**src/rtl/npc_pkg.sv**
```systemverilog
package npc_pkg;

  localparam int unsigned INSN_W = 32;

  localparam logic [5:0] OPC_JMP   = 6'h02;
  localparam logic [5:0] OPC_JMPL  = 6'h03;
  localparam logic [5:0] OPC_BRZ   = 6'h04;
  localparam logic [5:0] OPC_BRNZ  = 6'h05;
  localparam logic [5:0] OPC_JREG  = 6'h12;
  localparam logic [5:0] OPC_JREGL = 6'h13;

  typedef enum logic [2:0] {
    XFER_NONE,
    XFER_BR_Z,
    XFER_BR_NZ,
    XFER_DIRECT,
    XFER_INDIRECT
  } xfer_e;

  typedef struct packed {
    xfer_e kind;
    logic  link;
  } xfer_ctl_t;

endpackage

```
**src/rtl/npc_decode.sv**
```systemverilog
module npc_decode
  import npc_pkg::*;
(
  input  logic [INSN_W-1:0] insn_i,
  output xfer_ctl_t         ctl_o,
  output logic [15:0]       imm_o,
  output logic [25:0]       idx_o
);

  logic [5:0] opc;

  assign opc   = insn_i[31:26];
  assign imm_o = insn_i[15:0];
  assign idx_o = insn_i[25:0];

  always_comb begin
    ctl_o = '{kind: XFER_NONE, link: 1'b0};
    unique case (opc)
      OPC_BRZ:   ctl_o.kind = XFER_BR_Z;
      OPC_BRNZ:  ctl_o.kind = XFER_BR_NZ;
      OPC_JMP:   ctl_o.kind = XFER_DIRECT;
      OPC_JMPL:  ctl_o = '{kind: XFER_DIRECT, link: 1'b1};
      OPC_JREG:  ctl_o.kind = XFER_INDIRECT;
      OPC_JREGL: ctl_o = '{kind: XFER_INDIRECT, link: 1'b1};
      default:   ctl_o = '{kind: XFER_NONE, link: 1'b0};
    endcase
  end

endmodule

```
**src/rtl/npc_target.sv**
```systemverilog
module npc_target
  import npc_pkg::*;
#(
  parameter int unsigned XLEN = 32
) (
  input  logic [XLEN-1:0] id_pc_i,
  input  logic [XLEN-1:0] rs_val_i,
  input  xfer_ctl_t       ctl_i,
  input  logic [15:0]     imm_i,
  input  logic [25:0]     idx_i,
  output logic            taken_o,
  output logic [XLEN-1:0] tgt_o
);

  localparam int unsigned SEXT_W = XLEN - 18;
  localparam int unsigned REGN_W = XLEN - 28;

  logic [XLEN-1:0] seq_pc;
  logic [XLEN-1:0] br_tgt;
  logic [XLEN-1:0] jmp_tgt;
  logic [XLEN-1:0] reg_tgt;
  logic            rs_zero;

  assign seq_pc  = id_pc_i + XLEN'(4);
  assign br_tgt  = seq_pc + {{SEXT_W{imm_i[15]}}, imm_i, 2'b00};
  assign jmp_tgt = {seq_pc[XLEN-1 -: REGN_W], idx_i, 2'b00};
  assign reg_tgt = {rs_val_i[XLEN-1:2], 2'b00};
  assign rs_zero = (rs_val_i == '0);

  always_comb begin
    taken_o = 1'b0;
    tgt_o   = br_tgt;
    unique case (ctl_i.kind)
      XFER_BR_Z:     taken_o = rs_zero;
      XFER_BR_NZ:    taken_o = !rs_zero;
      XFER_DIRECT:   begin taken_o = 1'b1; tgt_o = jmp_tgt; end
      XFER_INDIRECT: begin taken_o = 1'b1; tgt_o = reg_tgt; end
      default:       taken_o = 1'b0;
    endcase
  end

endmodule

```
**src/rtl/npc_pc_reg.sv**
```systemverilog
module npc_pc_reg #(
  parameter int unsigned     XLEN     = 32,
  parameter logic [XLEN-1:0] START_PC = '0
) (
  input  logic            clk_i,
  input  logic            rst_ni,
  input  logic            stall_i,
  input  logic            redirect_i,
  input  logic [XLEN-1:0] tgt_i,
  input  logic            squash_i,
  output logic [XLEN-1:0] pc_o,
  output logic [XLEN-1:0] next_pc_o,
  output logic            kill_o
);

  logic [XLEN-1:0] pc_q;
  logic            kill_q;

  always_comb begin
    if (stall_i)         next_pc_o = pc_q;
    else if (redirect_i) next_pc_o = tgt_i;
    else                 next_pc_o = pc_q + XLEN'(4);
  end

  always_ff @(posedge clk_i or negedge rst_ni) begin
    if (!rst_ni) begin
      pc_q   <= START_PC;
      kill_q <= 1'b0;
    end else if (!stall_i) begin
      pc_q   <= next_pc_o;
      kill_q <= squash_i;   // decode occupant next cycle is the squashed one
    end
  end

  assign pc_o   = pc_q;
  assign kill_o = kill_q;

endmodule

```
**src/rtl/npc_unit.sv**
```systemverilog
module npc_unit
  import npc_pkg::*;
#(
  parameter int unsigned     XLEN       = 32,
  parameter logic [XLEN-1:0] START_PC   = 32'h0000_1000,
  parameter bit              DELAY_SLOT = 1'b0
) (
  input  logic              clk_i,
  input  logic              rst_ni,
  input  logic              stall_i,
  input  logic [INSN_W-1:0] id_insn_i,
  input  logic [XLEN-1:0]   id_pc_i,
  input  logic [XLEN-1:0]   rs_val_i,
  output logic [XLEN-1:0]   pc_o,
  output logic [XLEN-1:0]   next_pc_o,
  output logic              squash_o,
  output logic              link_o,
  output logic [XLEN-1:0]   link_addr_o
);

  xfer_ctl_t       ctl;
  logic [15:0]     imm;
  logic [25:0]     idx;
  logic            taken;
  logic [XLEN-1:0] tgt;
  logic            kill;
  logic            act;
  logic            redirect;

  npc_decode i_decode (
    .insn_i (id_insn_i),
    .ctl_o  (ctl),
    .imm_o  (imm),
    .idx_o  (idx)
  );

  npc_target #(.XLEN(XLEN)) i_target (
    .id_pc_i  (id_pc_i),
    .rs_val_i (rs_val_i),
    .ctl_i    (ctl),
    .imm_i    (imm),
    .idx_i    (idx),
    .taken_o  (taken),
    .tgt_o    (tgt)
  );

  assign act      = !stall_i && !kill;
  assign redirect = act && taken;
  assign link_o   = act && ctl.link;

  generate
    if (DELAY_SLOT) begin : g_delay
      assign squash_o    = 1'b0;
      assign link_addr_o = id_pc_i + XLEN'(8);  // skip the slot
    end else begin : g_predict
      assign squash_o    = redirect;
      assign link_addr_o = id_pc_i + XLEN'(4);
    end
  endgenerate

  npc_pc_reg #(.XLEN(XLEN), .START_PC(START_PC)) i_pc_reg (
    .clk_i      (clk_i),
    .rst_ni     (rst_ni),
    .stall_i    (stall_i),
    .redirect_i (redirect),
    .tgt_i      (tgt),
    .squash_i   (squash_o),
    .pc_o       (pc_o),
    .next_pc_o  (next_pc_o),
    .kill_o     (kill)
  );

endmodule

```
**config.mk**
```make
export PLATFORM = sky130hd
export DESIGN_NAME = npc_unit
export DESIGN_NICKNAME = d
export VERILOG_FILES = /design/src/rtl/npc_pkg.sv /design/src/rtl/npc_decode.sv /design/src/rtl/npc_target.sv /design/src/rtl/npc_pc_reg.sv /design/src/rtl/npc_unit.sv
export SDC_FILE = /design/constraint.sdc
export NUM_CORES = 1
export LEC_CHECK = 0
export BUFFER_PORTS_ARGS = -buffer_cell sky130_fd_sc_hd__buf_4
export CAP_MARGIN = 20
export CORE_UTILIZATION = 25
export CTS_CLUSTER_DIAMETER = 80
export DETAILED_ROUTE_END_ITERATION = 7
export SYNTH_ARGS = -nofsm -noshare
export SYNTH_HDL_FRONTEND = slang
export SYNTH_SLANG_ARGS = --single-unit
```
**constraint.sdc**
```tcl
create_clock -name clk_i -period 4.2 [get_ports clk_i]
set_input_delay 0.42 -clock clk_i [delete_from_list [all_inputs] [get_ports clk_i]]
set_output_delay 0.42 -clock clk_i [all_outputs]
set_load 0.1 [all_outputs]
```
# Word level (Yosys, flattened, before mapping)
# Cells that the tools add are included.
# word_totals
ff_bits,33
output_inout_bits,98
# classes
add_sub_neg,3
eq_ne,10
muxes,6
reduce_logical,11
# ops
op,n
$add 32x3->32 const B,2
$mux 32,2
$pmux 32 s2,1
$add 32x32->32,1
$logic_not 32->1,1
$eq 6x2->1 const B,2
$eq 6x3->1 const B,2
$eq 6x5->1 const B,2
$pmux 3 s4,1
$reduce_or 2->1,4
$eq 3x2->1 const B,2
$eq 3x1->1 const B,1
$eq 3x3->1 const B,1
$logic_and 1x1->1,3
$logic_not 1->1,3
$pmux 1 s3,1
$mux 1,1

# Logic depth before layout (Yosys ltp)
# logic_depth
depth_word,9
ltp_mapped,17

# Cells and area by module
# From an unflattened synthesis, not the netlist that was laid out.
# hier_totals
cells_unflattened,777
area_unflattened_um2,5788.1
# modules_own_cells
module,instances,cells_per_inst,area_each_um2,seq_area_each_um2
npc_target,1,365,2560.0,0.0
npc_pc_reg,1,275,2254.7,827.0
npc_unit,1,85,595.6,0.0
npc_decode,1,52,377.9,0.0

# Worst setup path before layout
# No wires, ideal clock.
# synth_path
path_kind,in2out
start,input port id_pc_i[11]
end,output port next_pc_o[26]
t_arrival_ns,7.037
required_ns,3.780
path_slack_ns,-3.257
cell_stages,16
path_cell_list,and4_1 -> and3_1 -> and3_1 -> nand2_1 -> nor2_1 -> nand2_1 -> xnor2_1 -> ha_1 -> a21o_1 -> a211o_1 -> nor3_1 -> o21ai_0 -> a311o_1 -> xor2_1 -> a211oi_1 -> a311oi_1
# synth_between
elab_chain_cells,5
# synth_rtl
element,line,source
from (decl),npc_unit.sv:12,"input logic [XLEN-1:0] id_pc_i,"
$add 32x3->32,n/a,
net link_addr_o[21],npc_unit.sv:18,output logic [XLEN-1:0] link_addr_o
$add 32x32->32,npc_target.sv:25,"assign br_tgt = seq_pc + {{SEXT_W{imm_i[15]}}, imm_i, 2'b00};"
$pmux 32 s2,npc_target.sv:33,unique case (ctl_i.kind)
$mux 32,npc_pc_reg.sv:21,else if (redirect_i) next_pc_o = tgt_i;
$mux 32,npc_pc_reg.sv:20,if (stall_i) next_pc_o = pc_q;
to (decl),npc_unit.sv:15,"output logic [XLEN-1:0] next_pc_o,"
# The timed path passes the listed nets, and every way through them passes these cells.

# Worst setup path in the final report
# layout_path
start,input port id_pc_i[14]
end,output port next_pc_o[30]
# layout_between
elab_chain_cells,5
# layout_rtl
element,line,source
$add 32x3->32 (*),npc_target.sv:24,assign seq_pc = id_pc_i + XLEN'(4);
$add 32x32->32,npc_target.sv:25,
$pmux 32 s2 (*),npc_target.sv:33,
$mux 32 (*),npc_pc_reg.sv:21,
$mux 32 (*),npc_pc_reg.sv:20,
# Mark *: on every way between the ends. The rest lies on a longest branch, timed or not.

==> flow_summary.json <==
{
  "status": "finished clean",
  "met3_usage": 0.0245,
  "maxCapViolations": 0,
  "cts_max_level": 2,
  "syn-num-nets": 780,
  "cp-end-kind": "output port",
  "dpl.hpwl_mm": 16.4,
  "ys_seq_area_frac": 0.172,
  "groute.layer.met2.usage": 0.322,
  "crit_slowest_cell": "a311o_1",
  "nets": 1076,
  "root_buffer": "clkbuf_16",
  "via_per_inst": 5.12,
  "holdWs_ps": 84.8,
  "io_buffers": 196,
  "hold_path_class": "in -> async",
  "reg2reg_from": "i_pc_reg.pc_o[2]$_DFFE_PN0N_",
  "clk_path_buf_depth": 2,
  "clock-sinks": 33,
  "r2r_cells": 8,
  "timing.final.crit_share": 0.983,
  "finalHoldViolCount": 0,
  "final_antenna_net_count": 0,
  "cts_tree": "yes",
  "required_ps": 3780,
  "coreArea_mm2": 0.0188,
  "synth_edf_count": 0,
  "ctsHoldBuffers": 0,
  "utilization": 0.470,
  "drive_gt1_frac": 0.476,
  "multi_input_area_mm2": 0.00496,
  "dieArea_mm2": 0.0198,
  "async_reset_ff_frac": 1.00,
  "final_cells": 1177,
  "cpPeakStageDelay_ps": 400,
  "place_area_mm2": 0.00822,
  "grt_pass1_vias": 5849,
  "vdd_drop_max_uv": 405,
  "p_per_area_mw_per_mm2": 480,
  "start_util": 0.256,
  "grt_first_pass_wirelength_mm": 30.8,
  "ys.flop_type": "dfrtp_1",
  "syn_to_final_growth_pct": 83.5,
  "slew_viol_final": 0,
  "cts_buffers": 5,
  "grt.busiest_layer": "met2",
  "worstMarginPinSlew_ps": 727,
  "slew_headroom": 0.514,
  "rows": 50,
  "crit_path_cell_trace": "buf_6, and4_4, and3_4, and3_4, nand2_4, nor2_4, nand2_4, xnor2_4, ha_4, a21o_1, a211o_1, o21bai_4, a311o_1, a311oi_2, or3_1, a31oi_1, buf_4, a21oi_4, buf_12",
  "rsz0062_at_grt": "true",
  "clk_pin_slew_ps": 50,
  "post_drt_wl_per_cell_um": 16.8,
  "ff_latch_area_um2": 827,
  "synth_seq_cells": 33,
  "grt_max_degree": 40,
  "use_met1": 0.270,
  "netlist_area_mm2": 0.00480,
  "drc": 0,
  "crit_arrival_ps": 3710,
  "grt_usage": 0.196,
  "die_w_um": 141,
  "nFillCells": 1857,
  "yosysWarningCount": 0,
  "fin_area_mm2": 0.00881,
  "antenna_found_initial": 1,
  "first_pass_iters": 4,
  "wl_mm": 19.8,
  "reg2reg_to": "i_pc_reg.pc_o[30]$_DFFE_PN0N_",
  "netlist_instances": 645,
  "fin_worst_skew_ps": 7.78,
  "grt_overflow": 0,
  "fp.dieH_um": 141,
  "fmax_mhz": 242,
  "vias": 6024,
  "gp_congestion": 0.917,
  "start_kind": "input port",
  "postSynthAreaPerCell_um2": 7.45,
  "setup_viol": 0,
  "drt-initial-drc-count": 357,
  "clk_latency_ps": 290,
  "layout_min_cycle_time_ps": 4130,
  "cp_max_fo": 2,
  "placedCellCount": 1159,
  "critical_path_class": "in -> out",
  "synthDistinctLibCells": 63,
  "power_mw": 4.23,
  "cellLeakagePower_nw": 3.90,
  "rrSetupSlack_ps": 1310,
  "io_pins": 197
}
-- layout by cell type (no fill, tap or decap), types with 5 or more instances in the layout --
cell type  synthesis  layout
buf_12             0       7
o311ai_0          10       5
a211oi_1          13      10
o311ai_2           0       5
o21ai_1            7      13
nand2_1           68      60
ha_4               0       9
a31oi_1            5       5
o211ai_1          11      11
and3_1            18      15
a211o_1            8       6
mux2i_1           25      25
a21o_1            20      20
xnor2_1           35      14
a21oi_2            0       8
nand3_1           31      27
ha_1              35      25
nor4_1             8       8
xor2_1            22      11
buf_6              0       5
xor2_4             0       8
buf_4              3     304
nor3_1            10       7
dfrtp_1           32      32
inv_1             12      12
nor2b_1            7       7
xnor2_4            0      17
o21ai_0           36      25
nor2_1            51      47
a21oi_1           68      52
clkbuf_16          0       5
a21oi_4            0       8
nand4_1           18      18
-- Yosys cell counts, drive strengths merged (5+ instances only) --
cell	instances	area [um2]
a21oi	68	340
inv	13	48.8
clkbuf	20	75.1
dfrtp	32	801
nor4	8	50.1
ha	35	438
a21o	20	150
nand3	31	155
xnor2	35	307
nor3	10	50.1
nor2b	7	43.8
a211o	8	70.1
a211oi	14	110
o21ai	43	215
buf	9	51.3
nand2	68	255
a31oi	5	31.3
nor2	52	198
o211ai	11	82.6
o311ai	10	87.6
mux2i	25	250
o21bai	6	45.0
nand4	18	113
and3	18	113
xor2	22	193
-- power breakdown --
part / total (mW) / switching [mW] / internal [mW]
clock: 0.441 / 0.145 / 0.297
combinational: 3.22 / 2.35 / 0.867
sequential: 0.576 / 0.153 / 0.424
-- logic make-up after synthesis --
group	after synthesis	share of synthesized area
simple gates	232	0.234
compound gates	218	0.302
xor+xnor	57	0.104
buf+inv	42	0.0365
fa+ha+maj	36	0.0953
flops	33	0.172
mux	27	0.0568
-- sequential cells by signal, summed over array words and instances (netlist names) --
name             cells
i_pc_reg.kill_o      1
i_pc_reg.pc_o       32
-- worst max-delay path: cells and delay by family --
kind,cells,cell delay (ps)
AO/OA/AOI/OAI,7,1450
XOR/XNOR,1,170
adder cells (fa/ha/maj),1,230
buffers and inverters,3,430
AND/OR/NAND/NOR,7,1010
-- worst max path at each step --
stage	from	endpoint	slack [ps]	depth (start not counted)
after global routing	id_pc_i[2]	next_pc_o[30]	-80	20
after floorplan	id_pc_i[10]	next_pc_o[26]	-650	14
final	id_pc_i[14]	next_pc_o[30]	70	19
after CTS	id_pc_i[5]	next_pc_o[27]	2	15
after global placement	id_pc_i[5]	next_pc_o[30]	-180	18
after detailed placement	id_pc_i[5]	next_pc_o[30]	-210	18
-- metrics by stage --
stage / setup WS [ps] / TNS, ps
2_1_floorplan: -645 / -3670
3_3_place_gp: -178 / -859
3_5_place_dp: -209 / -1290
4_1_cts: 2.37 / 0
5_1_grt: -84.4 / -223
6_report: 70.8 / 0
-- layer usage --
| layer | wire length [um] | up-vias | part of all wire |
|---|---|---|---|
| met5 | 0 | - | 0 |
| met4 | 396 | 0 | 0.020 |
| met3 | 740 | 25 | 0.037 |
| met2 | 9330 | 136 | 0.47 |
| met1 | 9350 | 2816 | 0.47 |
| li1 | - | 3047 | - |
-- area by class of cell --
type,count,share of cell area
clock inverter,1,0.00341
inverter,13,0.00554
antenna,1,0.000284
timing repair buffer,318,0.285
clock buffer,7,0.0162
sequential,33,0.0938
tap,234,0.0332
multi-input combinational,570,0.563
-- what timing repair did --
item	4_1_cts	5_1_grt
setup endpoints to repair	9	12
setup buffers	2	7
resized for setup	18	59
pin swaps	6	15
Note: power is estimated with default switching activity, not from simulation.
